**config.mk**
```make
export PLATFORM = sky130hd
export DESIGN_NAME = ddr_mrs_sequencer
export DESIGN_NICKNAME = d
export VERILOG_FILES = /design/src/rtl/ddr_mrs_pkg.sv /design/src/rtl/mrs_field_pack.sv /design/src/rtl/mrs_issue_ctrl.sv /design/src/rtl/ddr_mrs_sequencer.sv
export SDC_FILE = /design/constraint.sdc
export NUM_CORES = 1
export LEC_CHECK = 0
export BUFFER_PORTS_ARGS = -buffer_cell sky130_fd_sc_hd__clkbuf_2
export CORE_UTILIZATION = 53
export DETAILED_ROUTE_END_ITERATION = 10
export GPL_TIMING_DRIVEN = 0
export PLACE_DENSITY = 0.9
export REMOVE_ABC_BUFFERS = 1
export SYNTH_ARGS = -nofsm -noshare
export SYNTH_HDL_FRONTEND = slang
export SYNTH_SLANG_ARGS = --single-unit
```
**constraint.sdc**
```tcl
create_clock -name clk -period 2.75 [get_ports clk]
set_input_delay 0.1375 -clock clk [delete_from_list [all_inputs] [get_ports clk]]
set_output_delay 0.1375 -clock clk [all_outputs]
set_load 0.02 [all_outputs]
```
**src/rtl/ddr_mrs_pkg.sv**
```systemverilog
package ddr_mrs_pkg;

  localparam int unsigned NUM_MR = 4;

  typedef struct packed {
    logic [1:0] burst_len;
    logic       interleave;
    logic [3:0] cas_lat;
    logic [3:0] wr_rec;
    logic       pd_fast;
    logic       dll_reset;
    logic       dll_off;
    logic [1:0] add_lat;
    logic       wr_level;
    logic       term_strobe;
    logic       out_off;
    logic [3:0] cas_wr_lat;
    logic       auto_selfref;
    logic       ext_temp;
    logic       cal_en;
    logic [1:0] cal_pattern;
  } mrs_cfg_t;

  typedef struct packed {
    logic       ok;
    logic [2:0] code;
  } fld_code_t;

  // read latency: 5..10 -> 1..6
  function automatic fld_code_t enc_cas_lat(input logic [3:0] v);
    fld_code_t r;
    r.ok   = (v >= 4'd5) && (v <= 4'd10);
    r.code = r.ok ? 3'(v - 4'd4) : 3'd0;
    return r;
  endfunction

  // write latency: 5..10 -> 0..5
  function automatic fld_code_t enc_cas_wr_lat(input logic [3:0] v);
    fld_code_t r;
    r.ok   = (v >= 4'd5) && (v <= 4'd10);
    r.code = r.ok ? 3'(v - 4'd5) : 3'd0;
    return r;
  endfunction

  // write recovery: non-linear map, gaps at 9 and 11
  function automatic fld_code_t enc_wr_rec(input logic [3:0] v);
    fld_code_t r;
    r.ok = 1'b1;
    case (v)
      4'd5:    r.code = 3'd1;
      4'd6:    r.code = 3'd2;
      4'd7:    r.code = 3'd3;
      4'd8:    r.code = 3'd4;
      4'd10:   r.code = 3'd5;
      4'd12:   r.code = 3'd6;
      default: begin r.code = 3'd0; r.ok = 1'b0; end
    endcase
    return r;
  endfunction

  // issue order of registers: 2, 3, 1, 0 (0 last, carries DLL reset)
  function automatic logic [1:0] seq_target(input logic [1:0] step);
    case (step)
      2'd0:    return 2'd2;
      2'd1:    return 2'd3;
      2'd2:    return 2'd1;
      default: return 2'd0;
    endcase
  endfunction

endpackage

```
**src/rtl/mrs_field_pack.sv**
```systemverilog
module mrs_field_pack
  import ddr_mrs_pkg::*;
#(
  parameter int unsigned ADDR_W = 16
) (
  input  mrs_cfg_t                        cfg_i,
  output logic [NUM_MR-1:0][ADDR_W-1:0]   mr_word_o,
  output logic                            cfg_ok_o
);

  fld_code_t cl_c;
  fld_code_t wr_c;
  fld_code_t cwl_c;

  always_comb begin
    cl_c  = enc_cas_lat(cfg_i.cas_lat);
    wr_c  = enc_wr_rec(cfg_i.wr_rec);
    cwl_c = enc_cas_wr_lat(cfg_i.cas_wr_lat);

    mr_word_o = '0;

    // register 0
    mr_word_o[0][1:0]  = cfg_i.burst_len;
    mr_word_o[0][3]    = cfg_i.interleave;
    mr_word_o[0][6:4]  = cl_c.code;
    mr_word_o[0][8]    = cfg_i.dll_reset;
    mr_word_o[0][11:9] = wr_c.code;
    mr_word_o[0][12]   = cfg_i.pd_fast;

    // register 1: unlisted bits stay zero
    mr_word_o[1][0]    = cfg_i.dll_off;
    mr_word_o[1][4:3]  = cfg_i.add_lat;
    mr_word_o[1][7]    = cfg_i.wr_level;
    mr_word_o[1][11]   = cfg_i.term_strobe;
    mr_word_o[1][12]   = cfg_i.out_off;

    // register 2
    mr_word_o[2][5:3]  = cwl_c.code;
    mr_word_o[2][6]    = cfg_i.auto_selfref;
    mr_word_o[2][7]    = cfg_i.ext_temp;

    // register 3: pattern select only meaningful with readout on
    mr_word_o[3][2]    = cfg_i.cal_en;
    mr_word_o[3][1:0]  = cfg_i.cal_en ? cfg_i.cal_pattern : 2'b00;

    cfg_ok_o = cl_c.ok & wr_c.ok & cwl_c.ok;
  end

endmodule

```
**src/rtl/mrs_issue_ctrl.sv**
```systemverilog
module mrs_issue_ctrl
  import ddr_mrs_pkg::*;
#(
  parameter int unsigned ADDR_W = 16,
  parameter int unsigned BA_W   = 3,
  parameter int unsigned TMRD   = 4,
  parameter int unsigned TMOD   = 12
) (
  input  logic                          clk,
  input  logic                          rst,
  input  logic                          req_i,
  input  logic                          cfg_ok_i,
  input  logic [NUM_MR-1:0][ADDR_W-1:0] words_i,
  input  logic                          banks_idle_i,
  input  logic                          burst_busy_i,
  input  logic                          clk_en_i,
  output logic                          mrs_o,
  output logic [BA_W-1:0]               bank_sel_o,
  output logic [ADDR_W-1:0]             cmd_addr_o,
  output logic                          done_o,
  output logic                          err_o
);

  localparam int unsigned CNT_MAX = (TMRD > TMOD) ? TMRD : TMOD;
  localparam int unsigned CNT_W   = $clog2(CNT_MAX + 1);
  localparam logic [1:0]  LAST_STEP = 2'(NUM_MR - 1);

  typedef enum logic [1:0] {ST_IDLE, ST_ISSUE, ST_SETTLE} st_t;

  st_t               st_q;
  logic [1:0]        step_q;
  logic [CNT_W-1:0]  cnt_q;
  logic [ADDR_W-1:0] word_q [NUM_MR];
  logic              mrs_q;
  logic [BA_W-1:0]   bank_q;
  logic [ADDR_W-1:0] addr_q;
  logic              done_q;
  logic              err_q;

  logic [1:0]        tgt;
  logic [ADDR_W-1:0] cur_word;
  logic              dll_hold;
  logic              gate_open;
  logic              fire;
  logic              accept;

  always_comb begin
    tgt       = seq_target(step_q);
    cur_word  = word_q[tgt];
    dll_hold  = (tgt == 2'd0) && cur_word[8] && !clk_en_i;
    gate_open = banks_idle_i && !burst_busy_i;
    fire      = (st_q == ST_ISSUE) && (cnt_q == '0) && gate_open && !dll_hold;
    accept    = (st_q == ST_IDLE) && req_i && cfg_ok_i;
  end

  // opcode snapshot: plain enabled registers, no reset needed
  for (genvar g = 0; g < NUM_MR; g++) begin : g_word
    always_ff @(posedge clk) begin
      if (accept) word_q[g] <= words_i[g];
    end
  end

  always_ff @(posedge clk) begin
    if (rst) begin
      st_q   <= ST_IDLE;
      step_q <= '0;
      cnt_q  <= '0;
      mrs_q  <= 1'b0;
      bank_q <= '0;
      addr_q <= '0;
      done_q <= 1'b0;
      err_q  <= 1'b0;
    end else begin
      mrs_q <= 1'b0;
      if (cnt_q != '0) cnt_q <= cnt_q - 1'b1;
      case (st_q)
        ST_IDLE: begin
          if (req_i) begin
            done_q <= 1'b0;
            err_q  <= !cfg_ok_i;
            if (cfg_ok_i) begin
              step_q <= '0;
              st_q   <= ST_ISSUE;
            end
          end
        end
        ST_ISSUE: begin
          if (fire) begin
            mrs_q  <= 1'b1;
            bank_q <= BA_W'(tgt);
            addr_q <= cur_word;
            if (step_q == LAST_STEP) begin
              cnt_q <= CNT_W'(TMOD - 1);
              st_q  <= ST_SETTLE;
            end else begin
              cnt_q  <= CNT_W'(TMRD - 1);
              step_q <= step_q + 2'd1;
            end
          end
        end
        ST_SETTLE: begin
          if (cnt_q == '0) begin
            done_q <= 1'b1;
            st_q   <= ST_IDLE;
          end
        end
        default: st_q <= ST_IDLE;
      endcase
    end
  end

  assign mrs_o      = mrs_q;
  assign bank_sel_o = bank_q;
  assign cmd_addr_o = addr_q;
  assign done_o     = done_q;
  assign err_o      = err_q;

endmodule

```
**src/rtl/ddr_mrs_sequencer.sv**
```systemverilog
module ddr_mrs_sequencer
  import ddr_mrs_pkg::*;
#(
  parameter int unsigned ADDR_W = 16,
  parameter int unsigned BA_W   = 3,
  parameter int unsigned TMRD   = 4,
  parameter int unsigned TMOD   = 12
) (
  input  logic              clk,
  input  logic              rst,
  input  logic              start_i,
  input  logic              reprog_i,
  input  logic              banks_idle_i,
  input  logic              burst_busy_i,
  input  logic              clk_en_i,
  input  logic [1:0]        cfg_burst_len,
  input  logic              cfg_interleave,
  input  logic [3:0]        cfg_cas_lat,
  input  logic [3:0]        cfg_wr_rec,
  input  logic              cfg_pd_fast_exit,
  input  logic              cfg_dll_reset,
  input  logic              cfg_dll_off,
  input  logic [1:0]        cfg_add_lat,
  input  logic              cfg_wr_level,
  input  logic              cfg_term_strobe_en,
  input  logic              cfg_out_off,
  input  logic [3:0]        cfg_cas_wr_lat,
  input  logic              cfg_auto_selfref,
  input  logic              cfg_ext_temp,
  input  logic              cfg_cal_read_en,
  input  logic [1:0]        cfg_cal_pattern,
  output logic              mrs_o,
  output logic [BA_W-1:0]   bank_sel_o,
  output logic [ADDR_W-1:0] cmd_addr_o,
  output logic              done_o,
  output logic              err_o
);

  mrs_cfg_t                        cfg;
  logic [NUM_MR-1:0][ADDR_W-1:0]   words;
  logic                            cfg_ok;

  always_comb begin
    cfg.burst_len    = cfg_burst_len;
    cfg.interleave   = cfg_interleave;
    cfg.cas_lat      = cfg_cas_lat;
    cfg.wr_rec       = cfg_wr_rec;
    cfg.pd_fast      = cfg_pd_fast_exit;
    cfg.dll_reset    = start_i | cfg_dll_reset;  // start-up always resets DLL
    cfg.dll_off      = cfg_dll_off;
    cfg.add_lat      = cfg_add_lat;
    cfg.wr_level     = cfg_wr_level;
    cfg.term_strobe  = cfg_term_strobe_en;
    cfg.out_off      = cfg_out_off;
    cfg.cas_wr_lat   = cfg_cas_wr_lat;
    cfg.auto_selfref = cfg_auto_selfref;
    cfg.ext_temp     = cfg_ext_temp;
    cfg.cal_en       = cfg_cal_read_en;
    cfg.cal_pattern  = cfg_cal_pattern;
  end

  mrs_field_pack #(.ADDR_W(ADDR_W)) u_pack (
    .cfg_i     (cfg),
    .mr_word_o (words),
    .cfg_ok_o  (cfg_ok)
  );

  mrs_issue_ctrl #(
    .ADDR_W (ADDR_W),
    .BA_W   (BA_W),
    .TMRD   (TMRD),
    .TMOD   (TMOD)
  ) u_ctrl (
    .clk          (clk),
    .rst          (rst),
    .req_i        (start_i | reprog_i),
    .cfg_ok_i     (cfg_ok),
    .words_i      (words),
    .banks_idle_i (banks_idle_i),
    .burst_busy_i (burst_busy_i),
    .clk_en_i     (clk_en_i),
    .mrs_o        (mrs_o),
    .bank_sel_o   (bank_sel_o),
    .cmd_addr_o   (cmd_addr_o),
    .done_o       (done_o),
    .err_o        (err_o)
  );

endmodule

```
Word level (Yosys, flattened, before mapping). Memories as Yosys holds them, arrays and structs flattened. Index checks and enable logic that the tools add are counted.

Bits in registers: 29. Bits in writable memories: 52. Input bits: 35. Output and inout port bits: 22. Logic and storage cells: 94. Memories: 1.

Memory list: u_ctrl.word_q (words 4, width 13, rd ports 1, clocked after Yosys merged registers in 0, write ports 4, line mrs_issue_ctrl.sv:33) `logic [ADDR_W-1:0] word_q [NUM_MR];`.

Add/subtract/negate cells: 4. Magnitude comparators: 4. Eq/ne operators: 17. Muxes and demuxes: 27. Bitwise logic cells: 5. Reductions and logical operators: 28.

Operators by type and width (count): two-way mux 2 bit (10); case mux 3 bit (6 select lines) (1); two-way mux 4 bit (4); equality test 4 x 3 -> 1 bit (second input constant) (3); equality test 4 bit (second input constant) (3); case mux 2 bit (3 select lines) (2); logical AND 1 bit (10); AND reduction 5 bit (2); greater-or-equal comparator 4 x 3 -> 1 bit (second input constant) (2); <= comparator 4 bit (second input constant) (2); != test 2 x 1 -> 1 bit (second input constant) (4); equality test 2 bit (second input constant) (3); logical NOT 2 bit (3); two-way mux 1 bit (6); two-way mux 3 bit (2); OR reduction 6 bit (1); subtractor 3 bit (second input constant) (2); equality test 2 x 1 -> 1 bit (second input constant) (2); logical NOT 1 bit (4); logical NOT 4 bit (1); != test 2 bit (second input constant) (2); case mux 2 bit (2 select lines) (1); AND reduction 2 bit (2); nonzero test 2 bit (2); 9 further kinds (11).

Longest topological paths before layout. Gate-level depths: netlist of run 1.

Depth in word-level cells: 9. Mapped depth: 8. Depth with buffers taken out: 6.

By module. Synthesis of run 1 repeated with hierarchy kept, for this count alone.

Cell total of the unflattened synthesis: 323. Area total of the unflattened synthesis: 4384.2 um^2.

Modules (own cells, without submodules): mrs_issue_ctrl (times used 1, cells each 233, area an instance 3722.3 um^2, sequential area each 2502.4 um^2); mrs_field_pack (times used 1, cells each 88, area an instance 649.4 um^2, sequential area each 0.0 um^2); ddr_mrs_sequencer (times used 1, cells each 2, area an instance 12.5 um^2, sequential area each 0.0 um^2).

Least setup slack after synthesis of run 1. No wires, ideal clock.

Path type: flip-flop to flip-flop. From: register u_ctrl.step_q[0]. To: register u_ctrl.addr_q[11], in the netlist u_ctrl.cmd_addr_o[11]. Setup time: 0.067 ns. Data arrival time: 1.845 ns. Required time: 2.683 ns. Setup slack: 0.837 ns. Stages on the path, launching flop included: 8. Buffers on the path: 1. Clock period less this slack: 1.913 ns. Cells stage by stage: dfxtp_1 inv_1 ha_1 and4bb_2 a211o_1 clkbuf_1 nand2_1 a21oi_2.

Word-level cells in the longest chain between the ends: 8. Elaborated cells on any way between the ends: 11. Classes of those cells: 2 x eq/ne; 1 x mux; 7 x reduce/logical; 1 x memory.

Ends and longest elaborated chain: start, declared (line mrs_issue_ctrl.sv:31) `logic [1:0] step_q;`; start signal, assigned (line mrs_issue_ctrl.sv:97) `step_q <= step_q + 2'd1;`; equality test 2 bit (tied with other cells) (line ddr_mrs_pkg.sv:63) `case (step)`; case mux 2 bit (3 select lines) * (line ddr_mrs_pkg.sv:63); net u_ctrl.tgt[0] (line mrs_issue_ctrl.sv:40) `logic [1:0] tgt;`; memory read (4 x 13 bit) or logical NOT 2 bit (tied branches); logical AND 1 bit (2 in a row) (line mrs_issue_ctrl.sv:50) `dll_hold = (tgt == 2'd0) && cur_word[8] && !clk_en_i;`; logical NOT 1 bit (line mrs_issue_ctrl.sv:52) `fire = (st_q == ST_ISSUE) && (cnt_q == '0) && gate_open && !dll_hold;`; logical AND 1 bit (line mrs_issue_ctrl.sv:52); AND reduction 2 bit (no source line); end signal, assigned (line mrs_issue_ctrl.sv:91) `addr_q <= cur_word;`; end, declared (line mrs_issue_ctrl.sv:36) `logic [ADDR_W-1:0] addr_q;`.

The timed path passes the listed nets; every way through them passes the cells marked *. A chain may end at the register's enable or synchronous reset.

Final worst setup path of run 1.
From: register u_ctrl.step_q[0]. To: register u_ctrl.addr_q[1], in the netlist u_ctrl.cmd_addr_o[1].

Same word-level chain as after synthesis.

==> results.toml, run 1 <==
[floorplanning]
die_area_um2 = 4700
dieWidth_um = 68.6
initial_core_util_pct = 57.0
core_region_area_um2 = 4120
pin_count = 57
die_h_um = 68.6
row_count = 23

[timing]
hold_viol_final = 0
fin_worst_skew_ps = 13.3
rsz0062_at_grt = "no"
slew_viol_final = 0
fin_crit_ps = 2480
tightest_slew_ps = 1150
finalSetupViolations = 0
relSlewSlack_pct = 23.4
fmax_mhz = 404
final.setup.tns_ps = 0
fin_crit_sh_pct = 90.0

[worst_setup_path]
reg2reg_setup_slack_ps = 270
cp_max_fo = 15
setup.worst_path.class = "flip-flop to flip-flop"
cp.arrival_ps = 2660
required_ps = 2930
worst_setup_path_start_kind = "flip-flop"
crit_path_end_kind = "flip-flop"

[synth]
synth_cells = 215
synth_area_leaders = "edfxtp_1 32%, dfxtp_1 22%, ha_1 4.8%"
async_reset_ff_share_pct = 0
yosys_warnings = 0
ys_seq_elements = 51
synthFlopType = "dfxtp_1"
synth_area_um2 = 2350
avgSynthCellArea_um2 = 10.9
synth_top_area_share_pct = 32.0
ys_types = 51
seq_area_frac_synth_pct = 54.2
synth_top_area_cell = "edfxtp_1"
synth-edff-count = 25

[clock_network]
cts_max_level = 2
root_buffer = "clkbuf_8"
insertion_delay_ps = 310
path_clk_slew_ps = 90
cts_tree = "built"
cts_buffers = 5
ctsResizeCount = 0
cts.sink_count = 51
clk_path_buf_depth = 2

[detailed_routing]
vias = 1746
drt-total-wl_mm = 4.47
wl_per_cell_um = 13.8
drt_pass1_iterations = 4
first_iter_violations = 81
via_per_inst = 5.39
drc = 0
ant_nets = 0

[status]
status = "finished clean"

[global_routing]
grt_pass1_wl_mm = 7.06
grtUsageTotal_pct = 21.2
grt-ovfl-total = 0
antenna_found_initial = 0
grt_pass1_vias = 1584
grt_max_degree = 28

[final_layout]
drive_above_1_share_pct = 26.6
nets = 317
n_antenna_cell = 0
fillCellCount = 319
mostFrequentLayoutCell = "clkbuf_2"
layout_common_cells = "52 x clkbuf_2, 26 x dfxtp_1, 25 x edfxtp_1"
syn2layout_area_growth_pct = 19.1
final_core_util_pct = 68.0

[placed_design]
dp_hpwl_mm = 3.13
gp_congestion = 0.789
portBuffers = 52

[power]
powerDensity_nw_per_um2 = 569
ir_drop_mv = 0.285
p_leak_nw = 1.12

[flow_run]
maxCapViolCount = 0

[min_path]
min_path_type = "input pin to flip-flop"
state kept, by name, indices dropped and copies added (netlist names):
register and count:
u_ctrl.word_q 25, u_ctrl.cmd_addr_o 13, u_ctrl.cnt_q 4, u_ctrl.bank_sel_o 2, u_ctrl.st_q 2, u_ctrl.step_q 2, u_ctrl.done_o 1, u_ctrl.err_o 1
u_ctrl.mrs_o 1
Yosys cell counts, drive strengths merged, types with 2 or more instances:
cell type / number
a211oi: 5
a21oi: 18
a31oi: 2
and2: 6
and3: 2
buf: 7
clkbuf: 5
dfxtp: 26
edfxtp: 25
ha: 9
inv: 9
mux2: 5
mux2i: 3
nand2: 17
nand2b: 6
nand3: 8
nand4b: 2
nor2: 16
nor2b: 3
nor3: 4
o21a: 2
o21ai: 7
o21bai: 2
o22ai: 3
xnor2: 2
logic make-up after synthesis:
group,after synthesis,synth area share [%]
fa+ha+maj,9,4.80
flops,51,54.2
buf+inv,21,4.69
xor+xnor,3,1.12
other cells,1,0.160
compound gates,48,14.7
mux,8,3.68
simple gates,74,16.7
worst max-delay path, stage by stage, from the launching register on:
cell,delay (ps)
dfxtp_1,440
inv_1,70
ha_1,600
and4bb_2,340
a211o_1,520
a311oi_1,320
nor3_1,70
final timing paths:
| kind | depth (start not counted) | from | endpoint |
|---|---|---|---|
| worst max register to register | 6 | u_ctrl.step_q[0] | u_ctrl.cmd_addr_o[1] |
| worst min register to register | 2 | u_ctrl.cmd_addr_o[9] | u_ctrl.cmd_addr_o[9] |
| worst min-delay path | 1 | cfg_out_off | u_ctrl.word_q[1][12] |
| worst max-delay path | 6 | u_ctrl.step_q[0] | u_ctrl.cmd_addr_o[1] |
repair_timing:
item | CTS | global route
endpoints found under the hold margin | 6 | 1
setup buffers | 0 | 1
endpoints found under the setup margin | 0 | 3
hold buffers | 6 | 1
stage by stage:
| step | instance area, µm² | hold slack (ps) | setup slack [ps] | cells | power, mW |
|---|---|---|---|---|---|
| floorplan | 2280 | 200 | 661 | 206 | 1.05 |
| global placement | 2610 | 315 | 231 | 308 | 1.11 |
| detailed placement | 2610 | 317 | 210 | 308 | 1.12 |
| CTS | 2770 | 6.31 | 187 | 322 | 1.59 |
| global route | 2800 | 3.23 | 119 | 324 | 1.66 |
| finish | 2800 | 16.1 | 274 | 324 | 1.59 |
report_power, final:
group          total [mW]  internal (mW)  leakage (nW)  switching, mW
sequential          0.852          0.830         0.440         0.0219
combinational       0.267          0.116         0.630          0.151
clock               0.472          0.236        0.0506          0.237
cell type report:
cell class / count / area [µm²] / area share [%]
inverters: 9 / 33.8 / 1.21
multi-input cells: 146 / 977 / 34.9
repair buffers: 60 / 350 / 12.5
well taps: 50 / 62.6 / 2.24
clock buffers: 8 / 101 / 3.62
flip-flops and latches: 51 / 1270 / 45.5
metal layers:
metal,global-route usage (%),wire length (µm)
met5,0,0
met4,7.81,76
met3,5.92,203
met2,36.8,2220
met1,24.7,1970
Power figures use the tool's default switching activity.
==> inputs of run 2 (changes only) <==
Settings changed: SETUP_SLACK_MARGIN set to 0.3.
==> run 2 against run 1 <==
  * Sequential power barely moved
  * Worst setup slack improved by 170 ps
  * Global-route usage rose by 0.35 points
  * Die area did not move
  * Clock power barely moved
  * Register-to-register slack improved by 170 ps
==> results.toml, run 2 (synthesis gave the netlist of run 1 again) <==
[status]
status = "finished clean"

[clock_network]
cts.sink_count = 51
cts_buffers = 5
cts_tree = "built"
root_buffer = "clkbuf_8"
path_clk_slew_ps = 90
cts_max_level = 2
clk_path_buf_depth = 2
insertion_delay_ps = 310

[final_layout]
drive_above_1_share_pct = 27.6
fillCellCount = 317
nets = 318
layout_common_cells = "52 x clkbuf_2, 26 x dfxtp_1, 25 x edfxtp_1"
largest_reg_flops = 25
mostFrequentLayoutCell = "clkbuf_2"
syn2layout_area_growth_pct = 19.1
n_antenna_cell = 0
regMostFlops = "u_ctrl.word_q"

[floorplanning]
die_h_um = 68.6
dieWidth_um = 68.6
core_region_area_um2 = 4120
initial_core_util_pct = 57.0
die_area_um2 = 4700
pin_count = 57
row_count = 23

[timing]
fin_crit_ps = 2300
relSlewSlack_pct = 24.4
slew_viol_final = 0
hold_viol_final = 0
tightest_slew_ps = 1130
fin_crit_sh_pct = 83.8
fin_worst_skew_ps = 10.5
finalSetupViolations = 0
final.setup.tns_ps = 0
fmax_mhz = 434
rsz0062_at_grt = "no"

[detailed_routing]
drt_pass1_iterations = 4
wl_per_cell_um = 14.0
vias = 1748
first_iter_violations = 80
ant_nets = 0
drc = 0
drt-total-wl_mm = 4.55
via_per_inst = 5.38

[global_routing]
grt_pass1_vias = 1595
gr-usage-met3_pct = 5.92
grtUsageTotal_pct = 21.5
grt_max_degree = 28
grt_pass1_wl_mm = 7.16
antenna_found_initial = 0
grt-ovfl-total = 0
use_met1_pct = 25.4
grtUsageMet2_pct = 37.1
grt_busiest_layer = "met2"

[power]
p_leak_nw = 1.12
powerDensity_nw_per_um2 = 568
fin_total_pwr_mw = 1.59
ir_drop_mv = 0.285

[min_path]
min_path_type = "input pin to flip-flop"
hold_depth = 1

[flow_run]
maxCapViolCount = 0

[worst_setup_path]
r2r-end = "u_ctrl.cmd_addr_o[1]"
r2r_cells = 6
r2r-start = "u_ctrl.step_q[0]"
required_ps = 2930
cp_max_fo = 15
crit_start = "u_ctrl.step_q[0]"
reg2reg_setup_slack_ps = 450
worst_setup_path_start_kind = "flip-flop"
setup.worst_path.class = "flip-flop to flip-flop"
crit_path_end_kind = "flip-flop"
cp.arrival_ps = 2480
crit_end = "u_ctrl.cmd_addr_o[1]"

[placed_design]
gp_congestion = 0.789
dp_hpwl_mm = 3.13
portBuffers = 52
run 2: cell count changes in the layout (fill, tap and decap cells not counted), sizes merged:
cell,change
buf,+1
run 2: stage by stage:
step                area (µm²)  hold WS, ps  utilization (%)  std cells  worst slack [ps]
floorplan                 2280          200                -        206               661
global placement          2610          315             63.3        308               231
detailed placement        2610          317             63.3        308               210
CTS                       2780         6.31             67.6        324               401
global route              2800         3.23             67.9        325               319
finish                    2800         16.9             67.9        325               446
run 2: worst max-delay path, cell delays in order (launching register included):
cell and delay, ps:
dfxtp_1 450, inv_1 90, ha_2 510, and4bb_2 320, a211o_2 480, a311oi_1 280
nor3_1 70
run 2: worst min path at each step:
stage	to	start	slack [ps]
final	u_ctrl.word_q[0][1]	cfg_burst_len[1]	20
after global routing	u_ctrl.word_q[0][1]	cfg_burst_len[1]	3
after CTS	u_ctrl.word_q[0][1]	cfg_burst_len[1]	6
after detailed placement	u_ctrl.word_q[0][3]	cfg_interleave	320
after global placement	u_ctrl.word_q[0][12]	cfg_pd_fast_exit	310
after floorplan	u_ctrl.cmd_addr_o[11]	rst	200
run 2: where the power goes:
group	internal [mW]	switching [mW]
sequential	0.830	0.0218
clock	0.236	0.234
combinational	0.116	0.151
run 2: timing repair:
item | in CTS | in global routing
endpoints found under the setup margin | 14 | 1
buffers inserted | 2 | 0
pin swaps | 1 | 0
hold buffers | 6 | 1
hold endpoints to repair | 6 | 1
gates resized for setup | 1 | 1
run 2: routing by layer:
metal	up-vias	share of wire (%)
li1	880	-
met1	804	43
met2	58	50
met3	6	5.2
met4	0	1.7
met5	-	0
run 2: final cells by class:
| class | instances | area (µm²) | area share [%] |
|---|---|---|---|
| clock buffers | 8 | 101 | 3.63 |
| inverters | 9 | 33.8 | 1.21 |
| multi-input cells | 146 | 981 | 35.1 |
| flip-flops and latches | 51 | 1270 | 45.5 |
| well taps | 50 | 62.6 | 2.24 |
| repair buffers | 61 | 345 | 12.4 |
==> inputs of run 3 (changes only) <==
Clock period 2.75 ns to 2.3 ns, I/O delays scaled along.
==> run 3 against run 2 <==
  * Register-to-register slack worse by 70 ps
  * Power up 21%
  * Clock power grew 20%
  * Die area unchanged
  * Design area up 4.3%
  * Non-clock buffer count is 10 higher
  * First-iteration DRC count grew 7.5%
  * Maximum frequency is 20% higher
  * Worst hold slack better by 55 ps
  * Critical path depth unchanged
  * Utilization up 2.9 points
  * Sequential share of layout area is 1.8 points lower
  * Critical endpoint unchanged
==> results.toml, run 3 (synthesis gave the netlist of run 1 again) <==
[status]
status = "finished clean"

[timing]
slew_viol_final = 0
fmax_mhz = 520
hold_viol_final = 0
tightest_slew_ps = 624
rsz0062_at_grt = "yes"
fin_worst_skew_ps = 9.00
finalSetupViolations = 0
fin_crit_ps = 1920
relSlewSlack_pct = 58.4
fin_crit_sh_pct = 83.6

[clock_network]
insertion_delay_ps = 300
root_buffer = "clkbuf_8"
path_clk_slew_ps = 90
cts.sink_count = 51
cts_buffers = 5
clk_path_buf_depth = 2
cts_tree = "built"
cts_max_level = 2

[global_routing]
grt_busiest_layer = "met2"
grt_pass1_vias = 1640
grt_pass1_wl_mm = 7.29
grt-ovfl-total = 0
use_met1_pct = 25.3
antenna_found_initial = 0
grtUsageMet2_pct = 38.4
grtUsageTotal_pct = 22.0
gr-usage-met3_pct = 5.92
grt_max_degree = 28

[floorplanning]
core_region_area_um2 = 4120
dieWidth_um = 68.6
row_count = 23
pin_count = 57
initial_core_util_pct = 57.0
die_area_um2 = 4700
die_h_um = 68.6

[worst_setup_path]
r2r-end = "u_ctrl.cmd_addr_o[1]"
r2r_cells = 6
reg2reg_setup_slack_ps = 380
required_ps = 2470
r2r-start = "u_ctrl.step_q[1]"
cp.arrival_ps = 2100
worst_setup_path_start_kind = "flip-flop"
setup.worst_path.class = "flip-flop to flip-flop"
cp_max_fo = 10
crit_path_end_kind = "flip-flop"

[detailed_routing]
wl_per_cell_um = 14.2
ant_nets = 0
drt-total-wl_mm = 4.77
drc = 0
vias = 1814
via_per_inst = 5.41
drt_pass1_iterations = 4
first_iter_violations = 86

[flow_run]
maxCapViolCount = 0

[final_layout]
n_antenna_cell = 0
final_area_um2 = 2920
mostFrequentLayoutCell = "clkbuf_2"
layout_common_cells = "52 x clkbuf_2, 25 x dfxtp_1, 25 x edfxtp_1"
nets = 328
largest_reg_flops = 25
drive_above_1_share_pct = 29.1
syn2layout_area_growth_pct = 24.3
fillCellCount = 306
regMostFlops = "u_ctrl.word_q"
final_core_util_pct = 70.9

[min_path]
hold_path.startpoint = "cfg_dll_reset"
min_path_type = "input pin to flip-flop"
min_to = "u_ctrl.word_q[0][8]"
hold_depth = 2

[power]
ir_drop_mv = 0.343
swShare_pct = 25.5
p_int_mw = 1.43
pwr-share-clk_pct = 29.2
comb_power_share_pct = 17.8
p_leak_nw = 1.17
powerDensity_nw_per_um2 = 660
power.switching_mw = 0.492
power_frac_seq_pct = 53.0

[placed_design]
place_area_um2 = 2610
portBuffers = 52
dp_hpwl_mm = 3.13
gp_congestion = 0.789
## run 3: layout make-up
| type | count | area (µm²) | share of cell area (%) |
|---|---|---|---|
| flip-flops and latches | 51 | 1270 | 43.6 |
| multi-input cells | 146 | 1010 | 34.6 |
| repair buffers | 71 | 437 | 15.0 |
| clock buffers | 8 | 101 | 3.47 |
| well taps | 50 | 62.6 | 2.15 |
| inverters | 9 | 33.8 | 1.16 |
## run 3: timing repair
action,in CTS,in global routing
endpoints found under the setup margin,48,12
hold endpoints to repair,12,1
pin swaps,2,3
setup buffers,3,2
hold buffers,12,1
cloned,0,1
resized for setup,7,2
## run 3: stage by stage
step	hold slack (ps)	setup TNS [ps]	setup slack [ps]	power [mW]	instances
CTS	2.14	0	305	1.93	331
finish	71.4	0	377	1.92	335
floorplan	177	0	211	1.25	206
global route	66.0	0	273	2.01	335
detailed placement	294	-3610	-240	1.34	308
global placement	292	-2190	-219	1.33	308
## run 3: power by group through the flow
stage               combinational [mW]  sequential (mW)  clock [mW]
floorplan                        0.220             1.03           0
global placement                 0.293             1.04           0
detailed placement               0.306             1.04           0
CTS                              0.340             1.02       0.572
global route                     0.376             1.02       0.614
finish                           0.343             1.02       0.562
## run 3: how the worst max path moves through the flow
stage	end	slack, ps	from	depth (start not counted)
floorplan	u_ctrl.cmd_addr_o[1]	210	u_ctrl.step_q[0]	6
global placement	u_ctrl.cmd_addr_o[11]	-220	u_ctrl.step_q[0]	6
detailed placement	u_ctrl.cmd_addr_o[11]	-240	u_ctrl.step_q[0]	6
CTS	u_ctrl.step_q[0]	300	u_ctrl.step_q[1]	6
global route	u_ctrl.cmd_addr_o[1]	270	u_ctrl.step_q[1]	6
finish	u_ctrl.cmd_addr_o[1]	380	u_ctrl.step_q[1]	6
## run 3: per-layer routing
metal	part of all wire [%]	wire (µm)	vias to the layer above
met2	50	2370	65
li1	-	-	902
met1	42	2010	839
met5	0	0	-
met3	5.9	283	8
met4	2.1	99	0
## run 3: worst max-delay path, cell delays in order, from the launching register on
cell and delay [ps]:
dfxtp_1 360, inv_1 110, ha_4 290, and4bb_2 280
a211o_4 400, a311oi_1 270, nor3_1 80
